### src/rtl/tcc_pkg.sv
package tcc_pkg;
    localparam int DATA_W = 32;
    localparam int ACC_W  = 32;
    localparam int TIME_W = 64;
    localparam int ADDR_W = 3;

    typedef enum logic [ADDR_W-1:0] {
        REG_CTRL    = 3'd0,
        REG_EVENT   = 3'd1,
        REG_ADDEND  = 3'd2,
        REG_TIME_LO = 3'd3,
        REG_TIME_HI = 3'd4,
        REG_TGT_LO  = 3'd5,
        REG_TGT_HI  = 3'd6,
        REG_NONE    = 3'd7
    } reg_e;

    localparam logic [ACC_W-1:0]  ADDEND_RST = 32'hA000_0000;
    localparam logic [TIME_W-1:0] TGT_RST    = 64'd1;

    localparam int CTRL_SRST_BIT = 0;
    localparam int CTRL_TIE_BIT  = 1;
    localparam int EVT_TGT_BIT   = 1;

    typedef struct packed {
        logic              valid;
        logic [TIME_W-1:0] value;
    } time_load_t;

    function automatic logic [ACC_W:0] acc_step(input logic [ACC_W-1:0] acc,
                                                input logic [ACC_W-1:0] addend);
        return {1'b0, acc} + {1'b0, addend};
    endfunction
endpackage

### src/rtl/tcc_accum.sv
module tcc_accum
    import tcc_pkg::*;
(
    input  logic              clk,
    input  logic              rst,
    input  logic              srst,
    input  logic [ACC_W-1:0]  addend,
    input  time_load_t        load,
    output logic [TIME_W-1:0] time_q
);
    logic [ACC_W-1:0] acc_q;
    logic [ACC_W:0]   sum;

    assign sum = acc_step(acc_q, addend);

    always_ff @(posedge clk) begin
        if (rst || srst) begin
            acc_q  <= '0;
            time_q <= '0;
        end else if (load.valid) begin
            acc_q  <= '0;
            time_q <= load.value;
        end else begin
            acc_q  <= sum[ACC_W-1:0];
            time_q <= time_q + {{(TIME_W-1){1'b0}}, sum[ACC_W]};
        end
    end
endmodule

### src/rtl/tcc_compare.sv
module tcc_compare
    import tcc_pkg::*;
(
    input  logic              clk,
    input  logic              rst,
    input  logic              srst,
    input  logic [TIME_W-1:0] time_q,
    input  logic [TIME_W-1:0] tgt,
    input  logic              clr,
    output logic              pend
);
    logic hit;
    logic hit_q;

    assign hit = (time_q >= tgt);

    always_ff @(posedge clk) begin
        if (rst || srst) begin
            hit_q <= 1'b0;
            pend  <= 1'b0;
        end else begin
            hit_q <= hit;
            if (hit && !hit_q)
                pend <= 1'b1;
            else if (clr)
                pend <= 1'b0;
        end
    end
endmodule

### src/rtl/tcc_regs.sv
module tcc_regs
    import tcc_pkg::*;
(
    input  logic              clk,
    input  logic              rst,
    input  logic              wr,
    input  logic              rd,
    input  logic [ADDR_W-1:0] addr,
    input  logic [DATA_W-1:0] wdata,
    input  logic [TIME_W-1:0] time_q,
    input  logic              pend,
    output logic [DATA_W-1:0] rdata,
    output logic              srst,
    output logic              tie,
    output logic [ACC_W-1:0]  addend,
    output logic [TIME_W-1:0] tgt,
    output time_load_t        load,
    output logic              evt_clr
);
    localparam int HALF = TIME_W / 2;

    reg_e            sel;
    logic [1:0]      ctrl_q;
    logic [HALF-1:0] stage_lo;
    logic [HALF-1:0] hi_latch;
    logic [DATA_W-1:0] rd_mux;

    assign sel  = reg_e'(addr);
    assign srst = ctrl_q[CTRL_SRST_BIT];
    assign tie  = ctrl_q[CTRL_TIE_BIT];

    assign load.valid = wr && (sel == REG_TIME_HI) && !srst;
    assign load.value = {wdata, stage_lo};
    assign evt_clr    = wr && (sel == REG_EVENT) && wdata[EVT_TGT_BIT] && !srst;

    always_comb begin
        rd_mux = '0;
        case (sel)
            REG_CTRL:    rd_mux = {{(DATA_W-2){1'b0}}, ctrl_q};
            REG_EVENT:   rd_mux[EVT_TGT_BIT] = pend;
            REG_ADDEND:  rd_mux = addend;
            REG_TIME_LO: rd_mux = time_q[HALF-1:0];
            REG_TIME_HI: rd_mux = hi_latch;
            REG_TGT_LO:  rd_mux = tgt[HALF-1:0];
            REG_TGT_HI:  rd_mux = tgt[TIME_W-1:HALF];
            default:     rd_mux = '0;
        endcase
    end

    always_ff @(posedge clk) begin
        if (rst) begin
            ctrl_q   <= '0;
            addend   <= ADDEND_RST;
            tgt      <= TGT_RST;
            stage_lo <= '0;
            hi_latch <= '0;
            rdata    <= '0;
        end else begin
            if (wr && sel == REG_CTRL)
                ctrl_q <= wdata[1:0];
            if (srst) begin
                addend   <= ADDEND_RST;
                tgt      <= TGT_RST;
                stage_lo <= '0;
                hi_latch <= '0;
            end else if (wr) begin
                case (sel)
                    REG_ADDEND:  addend   <= wdata;
                    REG_TIME_LO: stage_lo <= wdata;
                    REG_TGT_LO:  tgt[HALF-1:0]      <= wdata;
                    REG_TGT_HI:  tgt[TIME_W-1:HALF] <= wdata;
                    default: ;
                endcase
            end
            if (rd) begin
                rdata <= rd_mux;
                if (sel == REG_TIME_LO && !srst)
                    hi_latch <= time_q[TIME_W-1:HALF];
            end
        end
    end
endmodule

### src/rtl/tick_clock_core.sv
module tick_clock_core
    import tcc_pkg::*;
(
    input  logic              clk,
    input  logic              rst,
    input  logic              bus_wr,
    input  logic              bus_rd,
    input  logic [ADDR_W-1:0] bus_addr,
    input  logic [DATA_W-1:0] bus_wdata,
    output logic [DATA_W-1:0] bus_rdata,
    output logic              irq
);
    logic              srst;
    logic              tie;
    logic [ACC_W-1:0]  addend;
    logic [TIME_W-1:0] tgt;
    logic [TIME_W-1:0] time_q;
    time_load_t        load;
    logic              evt_clr;
    logic              pend;

    tcc_regs u_regs (
        .clk(clk), .rst(rst), .wr(bus_wr), .rd(bus_rd), .addr(bus_addr),
        .wdata(bus_wdata), .time_q(time_q), .pend(pend), .rdata(bus_rdata),
        .srst(srst), .tie(tie), .addend(addend), .tgt(tgt), .load(load),
        .evt_clr(evt_clr)
    );

    tcc_accum u_accum (
        .clk(clk), .rst(rst), .srst(srst), .addend(addend), .load(load),
        .time_q(time_q)
    );

    tcc_compare u_cmp (
        .clk(clk), .rst(rst), .srst(srst), .time_q(time_q), .tgt(tgt),
        .clr(evt_clr), .pend(pend)
    );

    assign irq = pend & tie;
endmodule

### config.mk
export PLATFORM = sky130hd
export DESIGN_NAME = tick_clock_core
export DESIGN_NICKNAME = d
export VERILOG_FILES = /design/src/rtl/tcc_pkg.sv /design/src/rtl/tcc_accum.sv /design/src/rtl/tcc_compare.sv /design/src/rtl/tcc_regs.sv /design/src/rtl/tick_clock_core.sv
export SDC_FILE = /design/constraint.sdc
export NUM_CORES = 1
export LEC_CHECK = 0
export CORE_UTILIZATION = 55
export CTS_BUF_LIST = sky130_fd_sc_hd__clkbuf_16
export CTS_CLUSTER_DIAMETER = 30
export DETAILED_ROUTE_END_ITERATION = 16
export PLACE_DENSITY = 0.77
export SLEW_MARGIN = 20
export SYNTH_ARGS = -nofsm -noshare
export SYNTH_HDL_FRONTEND = slang
export SYNTH_SLANG_ARGS = --single-unit
### constraint.sdc
create_clock -name clk -period 4.4 [get_ports clk]
set_clock_uncertainty 0.1 [all_clocks]
set_input_delay 0.44 -clock clk [delete_from_list [all_inputs] [get_ports clk]]
set_output_delay 0.44 -clock clk [all_outputs]
set_load 0.05 [all_outputs]
Yosys cells after proc, flatten, opt, wreduce, memory -nomap -nowiden
Index checks and enable logic that the tools add are counted.

operators by class
  $add $sub $neg = 2
  $lt $le $gt $ge = 1
  equality and inequality tests = 6
  mux-type cells = 9
  bitwise logic cells = 1
  reductions and logical operators = 19

operator list
  cell                number
  $pmux 30 s5         1
  $mux 32             3
  $add 64x1->64       1
  $ge 64x64->1        1
  $mux 64             1
  $add 32x32->33      1
  $eq 3x3->1 const B  3
  $logic_and 1x1->1   8
  $reduce_and 2->1    4
  $pmux 1 s7          1
  $eq 3x2->1 const B  2
  $pmux 1 s6          1
  $reduce_or 2->1     2
  $eq 3x1->1 const B  1
  $logic_not 3->1     1
  $logic_not 1->1     2
  $mux 1              2
  $reduce_bool 2->1   1
  $and 1x1->1         1
  $logic_or 1x1->1    1

word-level totals
  flip-flop bits (word level) = 292
  input bits = 39
  output and inout bits = 33
  word-level logic and storage cells = 49

Depth between registers and ports, before layout
Gate-level depths: netlist of the first run.

  depth in word-level cells = 6
  depth in mapped cells = 20
  gate-level depth less buffers = 19

Cells and area by module
Synthesis of the first run repeated with hierarchy kept, for this count alone.

second synthesis, totals
  cells, all modules = 2019
  area, all modules = 15952.8 µm²

modules (own cells, without submodules)
  module           instances  cells an instance  area each (µm²)  sequential area each (µm²)
  tcc_regs         1          1045               8265.4           3883.7
  tcc_accum        1          743                5963.2           1921.8
  tcc_compare      1          230                1717.9           40.0
  tick_clock_core  1          1                  6.3              0.0

Worst setup path before layout of the first run
No wires, ideal clock.

  path kind = register to register
  start = reg u_regs.addend[0]
  end = reg u_accum.time_q[38]
  library setup time = 0.086 ns
  arrival time = 3.902 ns
  data required time = 4.214 ns
  setup slack = 0.312 ns
  stages on the path, launching flop included = 20
  path buffers = 0
  period minus slack after synthesis = 4.088 ns
  cell sequence = dfxtp_1 > ha_1 > fa_1 > a21oi_1 > nand4b_1 > a21oi_1 > o2111ai_1 > a211oi_1 > o21ai_0 > nand2b_1 > a211o_1 > ha_1 > ha_1 > nand3_1 > nor4_1 > and3_1 > nor2b_1 > nand3_1 > xor2_1 > a211oi_1

on the way
  word-level cells in the longest chain between the ends = 3

ends and longest elaborated chain
  item                    line             source
  from (decl)             tcc_regs.sv:15   output logic [ACC_W-1:0] addend,
  from (signal assigned)  tcc_regs.sv:68   REG_ADDEND: addend <= wdata;
  $add 32x32->33          tcc_pkg.sv:32    return {1'b0, acc} + {1'b0, addend};
  $add 64x1->64           tcc_accum.sv:25  time_q <= time_q + {{(TIME_W-1){1'b0}}, sum[ACC_W]};
  $mux 64                 tcc_accum.sv:20  end else if (load.valid) begin
  to (signal assigned)    tcc_accum.sv:22  time_q <= load.value;
  to (signal assigned)    tcc_accum.sv:25
  to (decl)               tcc_accum.sv:9   output logic [TIME_W-1:0] time_q

Every way passes these cells.
A chain may end at the register's enable or synchronous reset.

Worst setup path in the final report of the first run
  start = reg u_regs.addend[9]
  end = reg u_accum.time_q[63]

Same word-level chain as after synthesis.

==> impl_results.md, run 1 <==
* Die span in x at roughly 170 um
* Final setup vio count at 0
* CP Capture Type: register
* Worst slew pin tran at approximately 1.1 ns
* Most frequent cell after synthesis: nand2_1
* Max IR drop VDD at ~230 uV
* Final instance area at between 15,000 and 20,000 um2
* Cells along the critical path: ha_1 > and3_1 > a31oi_1 > o21ai_1 > o2111ai_2 > a211oi_2 > o21ai_2 > nand2b_1 > a211o_1 > ha_2 > and4_4 > nand2b_4 > nor3_4 > nor3b_4 > nor3b_4 > or4b_4 > xor2_1 > a21oi_1
* CTS tree: done
* IO buf count at a little over 70
* Clock buffer count from CTS at 66
* Post-synth EDFFs at 0
* CP arrival at 4.76 ns
* IO Count at 72
* Final nets at between 2,000 and 2,500
* Syn-to-layout area delta at 22.8%
* Detail Placement HPWL at 32,100 um
* Met3 Use GR at between 6 and 7%
* Post-synth cell types at just under 60
* Syn_nets at approximately 2,000
* Leak at approximately 7.4 nW
* Share of the synthesized area in the top cell type at 38.6%
* Setup TNS at 0 ns
* CTS root buf: clkbuf_16
* Switching Share at between 20% and 30%
* Hold Worst Slack at between 0.3 and 0.4 ns
* Reg clk slew, reported paths at 0.05 ns
* Crit path buffers/inverters at 0
* Pre-CTS setup slack at -0.0598 ns
* CTS H-Tree Depth at 3
* Int Power at between 6 and 7 mW
* Avg Inst Size Synth at between 8 and 9 um2
* Starting Density at 56.1%
* CORE AREA at 27,000 um2
* Synth area leader: dfxtp_1
* DP Cell Count at around 2,200
* Final hold vios at 0
* Flop pwr share at 32.9%
* Synthesized cell area at 15,100 um2
* Largest net degree at the start of global routing at 106
* Post-Synthesis Cells at between 1,500 and 2,000
* Kind of cell adding the most delay to the critical path: simple AND/OR/NAND/NOR gates
* Critical path launch point type: register
* DR iter-0 viols at about 1,600
* Final worst path period need at between 4 and 5 ns
* Top cells by count, synth: nand2_1, dfxtp_1, a21oi_1
* Antenna cell count at 0
* FMAX at approximately 230 MHz
* Routed len/inst at a little over 20 um
* DRT Wirelength at around 49,000 um
* Layout cells sized above 1 at a little under an eighth
* Status: finished clean
* Crit-path max cell delay at roughly 0.48 ns
* Routed Antenna Nets at 0
* DRC at 0
* Critical Path Fanout Max at 3
* Worst Hold Class: register to register
* GRT overflow at 0
* Fin cells at roughly 2,400
* RSZ-0062 raised after global routing: true
* M1 GR Usage at between 40% and 50%
* Kind of critical path: register to register
* Row cnt at 60
* CP Data Required Time at around 4.8 ns
* Clock sink count at roughly 300
* RePlAce Congestion at between 0.9 and 1
* Clk buf depth at 3
* Gr busiest metal: met2
* Synthesis Warnings at 0
* Synth Register Bits at 292
* Period utilization at 99.2%
* Synth area leaders: dfxtp_1, nand2_1, a21oi_1
* Rel. slew slack at 26.1%
* CP max-delay cell: or4b_4
* Clk pwr share at between 50% and 60%
* Comb pwr share at roughly 8.9%
* Vias in the first global route at 14,300
* First-pass GRT wire length at around 76,000 um
* Psw at around 2.2 mW
* Setup WS post-layout at between 0.03 and 0.04 ns
* Clock Latency Late Sink at around 0.56 ns
* Met2 usage at a little under three fifths
* Max-slew violations at 0
* Initial antenna violation count at 2
* Pre-Repair DR Iteration Count at 5
* Cell Pwr Density at ~460 nW/um2
* Ys async rst share at 0%
* Max-cap violations at 0
* Vias per cell at 6.26
* Register area share after synthesis at around 39%
* DR vias at around 15,000
* Overall routing resource usage at 34.1%
* Most frequent CP cell: nor3b_4
* Synth Flop Type: dfxtp_1
* Die height at roughly 170 um
* Die Area at roughly 28,000 um2
* Placed standard-cell area at 16,200 um2
-- cell families after synthesis --
logic type	after synthesis	share of synthesized area, %
AND/OR/NAND/NOR	672	19.4
flip-flops	292	38.6
XOR/XNOR	80	4.63
multiplexers	70	4.96
AO/OA/AOI/OAI	487	19.4
buffers and inverters	190	4.72
adder cells (fa/ha/maj)	99	8.24
-- through the flow --
step                util [%]  power, mW
finish                  68.9       8.55
global route            68.9       8.77
CTS                     68.5       8.54
detailed placement      60.0       3.59
global placement        60.0       3.57
floorplan                  -       3.31
-- registers in the layout (all words and copies together) (netlist names) --
name	flops
u_cmp.hit_q	1
u_regs.tgt	64
u_accum.acc_q	32
u_regs.addend	32
u_regs.rdata	32
u_regs.ctrl_q	2
u_regs.stage_lo	32
u_regs.hi_latch	32
u_accum.time_q	64
u_cmp.pend	1
-- routing by layer --
metal	share of wire, %	vias to the layer above
met5	0	-
met4	4.1	0
met3	10	173
met2	46	793
met1	39	7051
li1	-	6747
-- power by group through the flow --
stage,Clock [mW],Sequential (mW),Combinational (mW)
final,4.98,2.82,0.757
after CTS,4.99,2.81,0.737
after floorplan,0,2.88,0.430
after global placement,0,2.86,0.709
after global routing,5.13,2.82,0.812
after detailed placement,0,2.86,0.729
-- layout make-up --
type                    count  area (um2)
flip-flops and latches    292        5850
clock buffers              68        1700
well taps                 341         427
repair buffers            123        1080
multi-input cells        1408        8670
clock inverters            49         563
inverters                  76         285
fillers                  2111        8380
-- path summary, 6_finish.rpt --
| check | startpoint | to | slack, ns | cells past startpoint |
|---|---|---|---|---|
| worst max-delay path | u_regs.addend[9]$_SDFFE_PP0P_ | u_accum.time_q[63]$_SDFF_PP0_ | 0.03 | 18 |
| worst min-delay path | u_cmp.hit_q$_SDFF_PP0_ | u_cmp.pend$_SDFFE_PP0P_ | 0.30 | 1 |
| worst max register to register | u_regs.addend[9]$_SDFFE_PP0P_ | u_accum.time_q[63]$_SDFF_PP0_ | 0.03 | 18 |
| worst min register to register | u_cmp.hit_q$_SDFF_PP0_ | u_cmp.pend$_SDFFE_PP0P_ | 0.30 | 1 |
-- cell usage in the layout, fill, tap and decap left out, types with 20 or more instances in the layout --
| cell type | instances |
|---|---|
| clkbuf_16 | 68 |
| a21o_1 | 42 |
| mux2_2 | 30 |
| o21ai_0 | 46 |
| nand2_1 | 380 |
| a21oi_1 | 256 |
| xor2_1 | 48 |
| a22oi_1 | 28 |
| ha_1 | 95 |
| xnor2_1 | 32 |
| dfxtp_1 | 290 |
| inv_1 | 79 |
| clkdlybuf4s50_1 | 67 |
| nand4_1 | 27 |
| nand3_1 | 37 |
| a211oi_1 | 42 |
| and3_1 | 20 |
| nor2_1 | 126 |
| mux2i_1 | 39 |
| a221oi_1 | 32 |
| buf_4 | 52 |
-- what timing repair did --
action                     CTS  global route
setup endpoints to repair   19            45
setup buffers                0             9
hold buffers                 0             0
cloned                       0             0
gates resized for setup      6            15
pin swaps                    0            11
No activity file was read; power rests on OpenSTA's default activity.
==> inputs of run 2 (changes only) <==
==> constraint.sdc (replaced) <==
create_clock -name clk -period 4.4 [get_ports clk]
set_clock_uncertainty 0.1 [all_clocks]
set_input_delay 1.1 -clock clk [delete_from_list [all_inputs] [get_ports clk]]
set_output_delay 1.1 -clock clk [all_outputs]
set_load 0.05 [all_outputs]
==> impl_results.md, run 2 (synthesis results as in run 1) <==
* Status: finished with violations
* Failing checks: negative setup slack
* Max-cap violations at 0 (unchanged)
* DP Cell Count at 2,237 (+0.27%)
* Row cnt at 60 (unchanged)
* Pre-CTS setup slack at -0.180 ns (-0.120 ns)
* CTS root buf: clkbuf_16
* RePlAce Congestion at 0.927 (+1.9%)
* Antenna cell count at 0 (unchanged)
* Critical path launch point type: register
* Period utilization at 102% (+2.3 points)
* Fin cells at 2,362 (+0.21%)
* Met2 wire length at 22,400 um (-1.1%)
* WL met1 at 19,200 um (-0.34%)
* Final hold vios at 0 (unchanged)
* Initial antenna violation count at 3 (+1)
* Max IR drop VDD at 264 uV (+16%)
* FMAX at 224 MHz (-2.3%)
* Die span in x at 168 um (unchanged)
* Starting Density at 56.1% (unchanged)
* Kind of critical path: register to register
* Regs by FF count: u_accum.time_q x64, u_regs.tgt x64
* Leak at 7.40 nW (about the same)
* First-pass GRT wire length at 75,700 um (about the same)
* DRT Wirelength at 48,900 um (+0.12%)
* Largest net degree at the start of global routing at 154 (+45%)
* DRC at 0 (unchanged)
* CTS tree: done
* Vias in the first global route at 14,100 (-0.84%)
* CP Data Required Time at 4.77 ns (-0.03 ns)
* Met3 WL post-DR at 5260 um (+6.8%)
* Syn-to-layout area delta at 22.5%
* CTS H-Tree Depth at 3 (unchanged)
* Die height at 168 um (unchanged)
* Final nets at 2,106 (+0.048%)
* Detail Placement HPWL at 32,400 um (+0.88%)
* CP Capture Type: register
* Routed len/inst at 20.7 um (about the same)
* Routed Antenna Nets at 0 (unchanged)
* IO Count at 72 (unchanged)
* Critical Path Fanout Max at 3 (unchanged)
* Final setup vio count at 1 (+1)
* Layout cells sized above 1 at 11.2% (-0.23 points)
* CP arrival at 4.84 ns (+0.08 ns)
* IO buf count at 71 (unchanged)
* Die Area at 28,200 um2 (unchanged)
* Vias per cell at 6.25 (-0.27%)
* Reg clk slew, reported paths at 0.06 ns (about the same)
* Most frequent cells in the layout: nand2_1, dfxtp_1, a21oi_1, nor2_1, ha_1
* Clk buf depth at 3 (unchanged)
* Overall routing resource usage at 34.3% (+0.23 points)
* Fill cells at 2,053 (-2.7%)
* DR iter-0 viols at 1,621 (-1.3%)
* Rel. slew slack at 34.3% (+8.1 points)
* Pre-Repair DR Iteration Count at 6 (+1)
* Total Power at 8.31 mW (-2.8%)
* Clock buffer count from CTS at 66 (unchanged)
* Clock Latency Late Sink at 0.55 ns (about the same)
* Cell Pwr Density at 449 nW/um2 (-2.6%)
* CORE AREA at 27,000 um2 (unchanged)
* RSZ-0062 raised after global routing: true
* GRT overflow at 0 (unchanged)
* Commonest non-fill, non-tap cell in the layout: nand2_1
* Max-slew violations at 0 (unchanged)
* Clock sink count at 292 (unchanged)
* Highest routed layer: met5
* Setup WS post-layout at -0.0672 ns (-0.102 ns)
* Worst slew pin tran at 0.986 ns (-0.122 ns)
* DR vias at 14,800 (-0.061%)
* Worst Hold Class: register to register
* Final worst path period need at 4.47 ns (+0.102 ns)
-- run 2: cell types whose count changed in the layout (fill, tap and decap cells not counted), moves of 2 or more --
cell       previous run  this run
inv_1                79        85
buf_12                0         2
clkinv_4              8         5
clkinv_2              7        10
bufinv_16             9         5
clkinv_1              6         8
-- run 2: path summary, 6_finish.rpt --
path,end,startpoint,depth (start not counted),slack [ns]
min reg2reg,u_cmp.pend$_SDFFE_PP0P_,u_cmp.hit_q$_SDFF_PP0_,1,0.33
max,u_accum.time_q[63]$_SDFF_PP0_,u_regs.addend[0]$_SDFFE_PP0P_,19,-0.07
max reg2reg,u_accum.time_q[63]$_SDFF_PP0_,u_regs.addend[0]$_SDFFE_PP0P_,19,-0.07
min,u_cmp.pend$_SDFFE_PP0P_,u_cmp.hit_q$_SDFF_PP0_,1,0.33
-- run 2: layout make-up --
cell class / instances / area, um2 / share of cell area, %
inverter: 76 / 285 / 1.54
sequential: 292 / 5850 / 31.6
clock buffer: 68 / 1700 / 9.18
multi-input combinational: 1408 / 8690 / 46.9
clock inverter: 53 / 465 / 2.51
timing repair buffer: 124 / 1110 / 6.01
tap: 341 / 427 / 2.30
-- run 2: critical path, cell delays in order (launching register included) --
cell	delay (ns)
dfxtp_2	0.35
ha_4	0.15
fa_2	0.22
a21oi_2	0.06
nand4b_1	0.24
a21oi_2	0.27
o2111ai_4	0.18
a211oi_2	0.30
o21ai_1	0.13
nand2b_1	0.08
a211o_1	0.23
ha_2	0.24
and4_1	0.23
nand2b_1	0.13
nor3_4	0.23
nor3b_4	0.23
nor3b_4	0.25
or4b_4	0.50
xor2_2	0.16
a21oi_1	0.12
-- run 2: repair_timing --
action	4_1_cts	5_1_grt
endpoints found under the setup margin	17	29
gates resized for setup	5	16
pin swaps	0	12
hold buffers	0	0
endpoints found under the hold margin	0	0
gates cloned	0	0
buffers inserted	0	4
-- run 2: stage by stage --
| stage | instance area (um2) | hold slack, ns | setup TNS (ns) | util (%) |
|---|---|---|---|---|
| 2_1_floorplan | 15100 | 0.293 | 0 | - |
| 3_3_place_gp | 16200 | 0.303 | 0 | 60.3 |
| 3_5_place_dp | 16200 | 0.330 | -0.456 | 60.3 |
| 6_report | 18500 | 0.330 | -0.0672 | 68.7 |
| 4_1_cts | 18400 | 0.326 | 0 | 68.4 |
| 5_1_grt | 18500 | 0.333 | -0.932 | 68.7 |
-- run 2: metal layers --
| layer | up-vias | global-route usage, % |
|---|---|---|
| li1 | 6758 | - |
| met1 | 7002 | 42.9 |
| met2 | 828 | 55.3 |
| met3 | 165 | 7.80 |
| met4 | 2 | 17.6 |
| met5 | - | 0 |
-- run 2: power breakdown --
group | switching (mW) | internal (mW) | leakage (nW)
clock | 1.61 | 3.12 | 1.08
sequential | 0.0791 | 2.74 | 2.37
combinational | 0.492 | 0.273 | 3.94
total | 2.18 | 6.13 | 7.40
==> inputs of run 3 (changes only) <==
--- a/config.mk
+++ b/config.mk
@@ -9,8 +9,9 @@
 export CTS_BUF_LIST = sky130_fd_sc_hd__clkbuf_16
 export CTS_CLUSTER_DIAMETER = 30
 export DETAILED_ROUTE_END_ITERATION = 16
-export PLACE_DENSITY = 0.77
+export PLACE_DENSITY = 0.76
 export SLEW_MARGIN = 20
 export SYNTH_ARGS = -nofsm -noshare
 export SYNTH_HDL_FRONTEND = slang
+export SYNTH_HIERARCHICAL = 1
 export SYNTH_SLANG_ARGS = --single-unit
==> impl_results.md, run 3 <==
* RePlAce Congestion at 0.934 (+0.79%)
* Met2 wire length at 23,700 um (+5.9%)
* Largest net degree at the start of global routing at 104 (-32%)
* Detail Placement HPWL at 35,300 um (+9.1%)
* GRT overflow at 0 (unchanged)
* Routed len/inst at 21.6 um (+4.5%)
* DRC at 0 (unchanged)
* Synthesis Warnings at 6 (+6)
* Synth Register Bits at 292 (unchanged)
* Cell Pwr Density at 442 nW/um2 (-1.4%)
* WL met1 at 21,000 um (+9.6%)
* Vias per cell at 6.22 (-0.38%)
* Rel. slew slack at 23.7% (-11 points)
* Setup WS post-layout at 0.105 ns (+0.172 ns)
* Reg clk slew, reported paths at 0.05 ns (about the same)
* Register area share after synthesis at 36.6% (-2.0 points)
* Total Power at 8.40 mW (+1.1%)
* CP Data Required Time at 4.69 ns (-0.08 ns)
* Kind of cell adding the most delay to the critical path: compound AO/OA/AOI/OAI gates
* Most frequent CP cell: ha_4
* Synth area leader: dfxtp_1
* Max IR drop VDD at 329 uV (+25%)
* Period utilization at 97.6% (-3.9 points)
* Synthesized cell area at 16,000 um2 (+5.5%)
* Cells along the critical path: ha_2 > fa_2 > a211oi_1 > o211ai_1 > a41o_1 > a21oi_2 > a31oi_2 > a211o_1 > ha_4 > ha_4 > nand3_2 > buf_4 > or4_4 > nor4_4 > xnor2_1 > a21oi_1
* Layout cells sized above 1 at 9.74% (-1.5 points)
* Clock sink count at 292 (unchanged)
* Critical Path Fanout Max at 7 (+4)
* Worst slew pin tran at 1.14 ns (+0.154 ns)
* Worst R2R End: u_accum/time_q[56]$_SDFF_PP0_
* Regs by FF count: u_accum/time_q x64, u_regs/tgt x64
* Final nets at 2,182 (+3.6%)
* Synth Flop Type: dfxtp_1
* Pre-CTS setup slack at -0.148 ns (+0.0321 ns)
* Die span in x at 172 um (+2.7%)
* Crit-path max cell delay at 0.63 ns (+0.13 ns)
* Worst Hold Class: register to register
* Starting Density at 56.6% (+0.51 points)
* CP Capture Type: register
* Most frequent cell after synthesis: nand2_1
* Leak at 7.14 nW (-3.4%)
* DR iter-0 viols at 1,574 (-2.9%)
* First-pass GRT wire length at 82,100 um (+8.5%)
* CTS H-Tree Depth at 3 (unchanged)
* Placed standard-cell area at 16,700 um2 (+2.6%)
* Kind of critical path: register to register
* Most frequent cells in the layout: nand2_1, dfxtp_1, a21oi_1, nor2_1, ha_1
* Flop2flop setup slack at 0.10 ns (+0.17 ns)
* Max-cap violations at 0 (unchanged)
* DR vias at 15,400 (+4.3%)
* Final instance area at 19,000 um2 (+2.5%)
* Die Area at 29,700 um2 (+5.4%)
* Final worst path period need at 4.30 ns (-0.172 ns)
* Sequential cell area at 5850 um2 (about the same)
* Highest routed layer: met4
* Top cells by count, synth: nand2_1, dfxtp_1, a21oi_1
* FMAX at 233 MHz (+4.0%)
* Routed Antenna Nets at 0 (unchanged)
* Row cnt at 61 (+1.7%)
* Crit path buffers/inverters at 1 (+1)
* Fill cells at 2,264 (+10%)
* DRT Wirelength at 53,500 um (+9.4%)
* Final Util at 67.4% (-1.3 points)
* CP max-delay cell: or4_4
* Die height at 172 um (+2.7%)
* Hold Path End: u_regs/hi_latch[17]$_SDFF_PP0_
* Clk buf depth at 3 (unchanged)
* Avg Inst Size Synth at 7.90 um2 (-1.3%)
* Fin cells at 2,473 (+4.7%)
* CP arrival at 4.59 ns (-0.25 ns)
* Critical path launch point type: register
* Ys async rst share at 0% (unchanged)
* Synth area leaders: dfxtp_1, nand2_1, a21oi_1
* Pre-Repair DR Iteration Count at 5 (-1)
* Commonest non-fill, non-tap cell in the layout: nand2_1
* Hold Worst Slack at 0.351 ns (+0.0212 ns)
* DP Cell Count at 2,352 (+5.1%)
* Vias in the first global route at 14,800 (+4.8%)
* Final setup vio count at 0 (-1)
* Cts-stage hold buffer count at 0 (unchanged)
* Footprint of the multi-input gates at 9030 um2 (+4.0%)
* CTS tree: done
* Final hold vios at 0 (unchanged)
* Worst flop-to-flop path startpoint: u_regs/addend[0]$_SDFFE_PP0P_
* Syn_nets at 2,157 (+6.4%)
* Post-Synthesis Cells at 2,019 (+6.8%)
* Clock Latency Late Sink at 0.57 ns (+0.02 ns)
* Initial antenna violation count at 1 (-2)
* IO buf count at 71 (unchanged)
* Worst hold start: u_regs/hi_latch[17]$_SDFF_PP0_
* Post-synth EDFFs at 0 (unchanged)
* FF-to-FF path depth at 16 (-3)
* CP Launch Point: u_regs/addend[0]$_SDFFE_PP0P_
* Hold path cells at 2 (+1)
* Post-synth cell types at 75 (+29%)
* Clock buffer count from CTS at 66 (unchanged)
* CORE AREA at 28,200 um2 (+4.5%)
* Setup TNS at 0 ns (+0.0672 ns)
* IO Count at 72 (unchanged)
* Overall routing resource usage at 36.4% (+2.1 points)
* Met3 WL post-DR at 5580 um (+6.1%)
* Share of the synthesized area in the top cell type at 36.6% (-2.0 points)
* Status: finished clean
* Syn-to-layout area delta at 19.0%
* CTS root buf: clkbuf_16
* Max-slew violations at 0 (unchanged)
## run 3: changes by cell type after synthesis, moves of 29 or more
cell / change
buf_2: +36
a221oi_1: -29
mux2_2: -30
a211oi_1: -31
clkbuf_1: -38
buf_4: +46
## run 3: cells by family (layout without fill, tap and decap cells)
family          count (synthesis)  after routing  synth area share (%)
mux                            55             55                  3.45
compound gates                513            513                  19.3
flops                         292            292                  36.6
xor+xnor                       79             79                  4.34
fa+ha+maj                      99             99                  7.81
buf+inv                       248            323                  7.49
other cells                     0              1                     0
simple gates                  733            733                  20.9
## run 3: power breakdown
group	total [mW]	internal (mW)	switching, mW
clock	4.86	3.25	1.61
sequential	2.80	2.73	0.0739
combinational	0.741	0.259	0.483
total	8.40	6.24	2.17
## run 3: how the worst max path moves through the flow
stage	to	cells after the start
5_1_grt	u_accum/time_q[62]$_SDFF_PP0_	16
6_report	u_accum/time_q[56]$_SDFF_PP0_	16
2_1_floorplan	u_accum/time_q[61]$_SDFF_PP0_	16
4_1_cts	u_accum/time_q[60]$_SDFF_PP0_	16
3_5_place_dp	u_accum/time_q[47]$_SDFF_PP0_	15
3_3_place_gp	u_accum/time_q[47]$_SDFF_PP0_	15
## run 3: cell type report
type,instances,share of cell area [%]
antenna,1,0.0132
clock buffer,67,8.83
clock inverter,51,2.76
inverter,86,1.70
multi-input combinational,1479,47.6
sequential,292,30.8
tap,378,2.49
timing repair buffer,119,5.84
## run 3: layer usage
layer	global-route usage (%)	vias up
met2	56.9	904
li1	-	7064
met1	45.7	7190
met3	7.58	231
met5	0	-
met4	22.6	0
## run 3: timing repair
action	4_1_cts	5_1_grt
setup endpoints to repair	23	32
resized for setup	4	14
gates cloned	0	0
pin swaps	1	5
buffers inserted	1	1
## run 3: worst min-delay path: cells and delay by family, from the launching register on
kind	cells	cell delay, ns
AOI/OAI and AO/OA	1	0.05
and+or+nand+nor	1	0.05
DFF	1	0.30
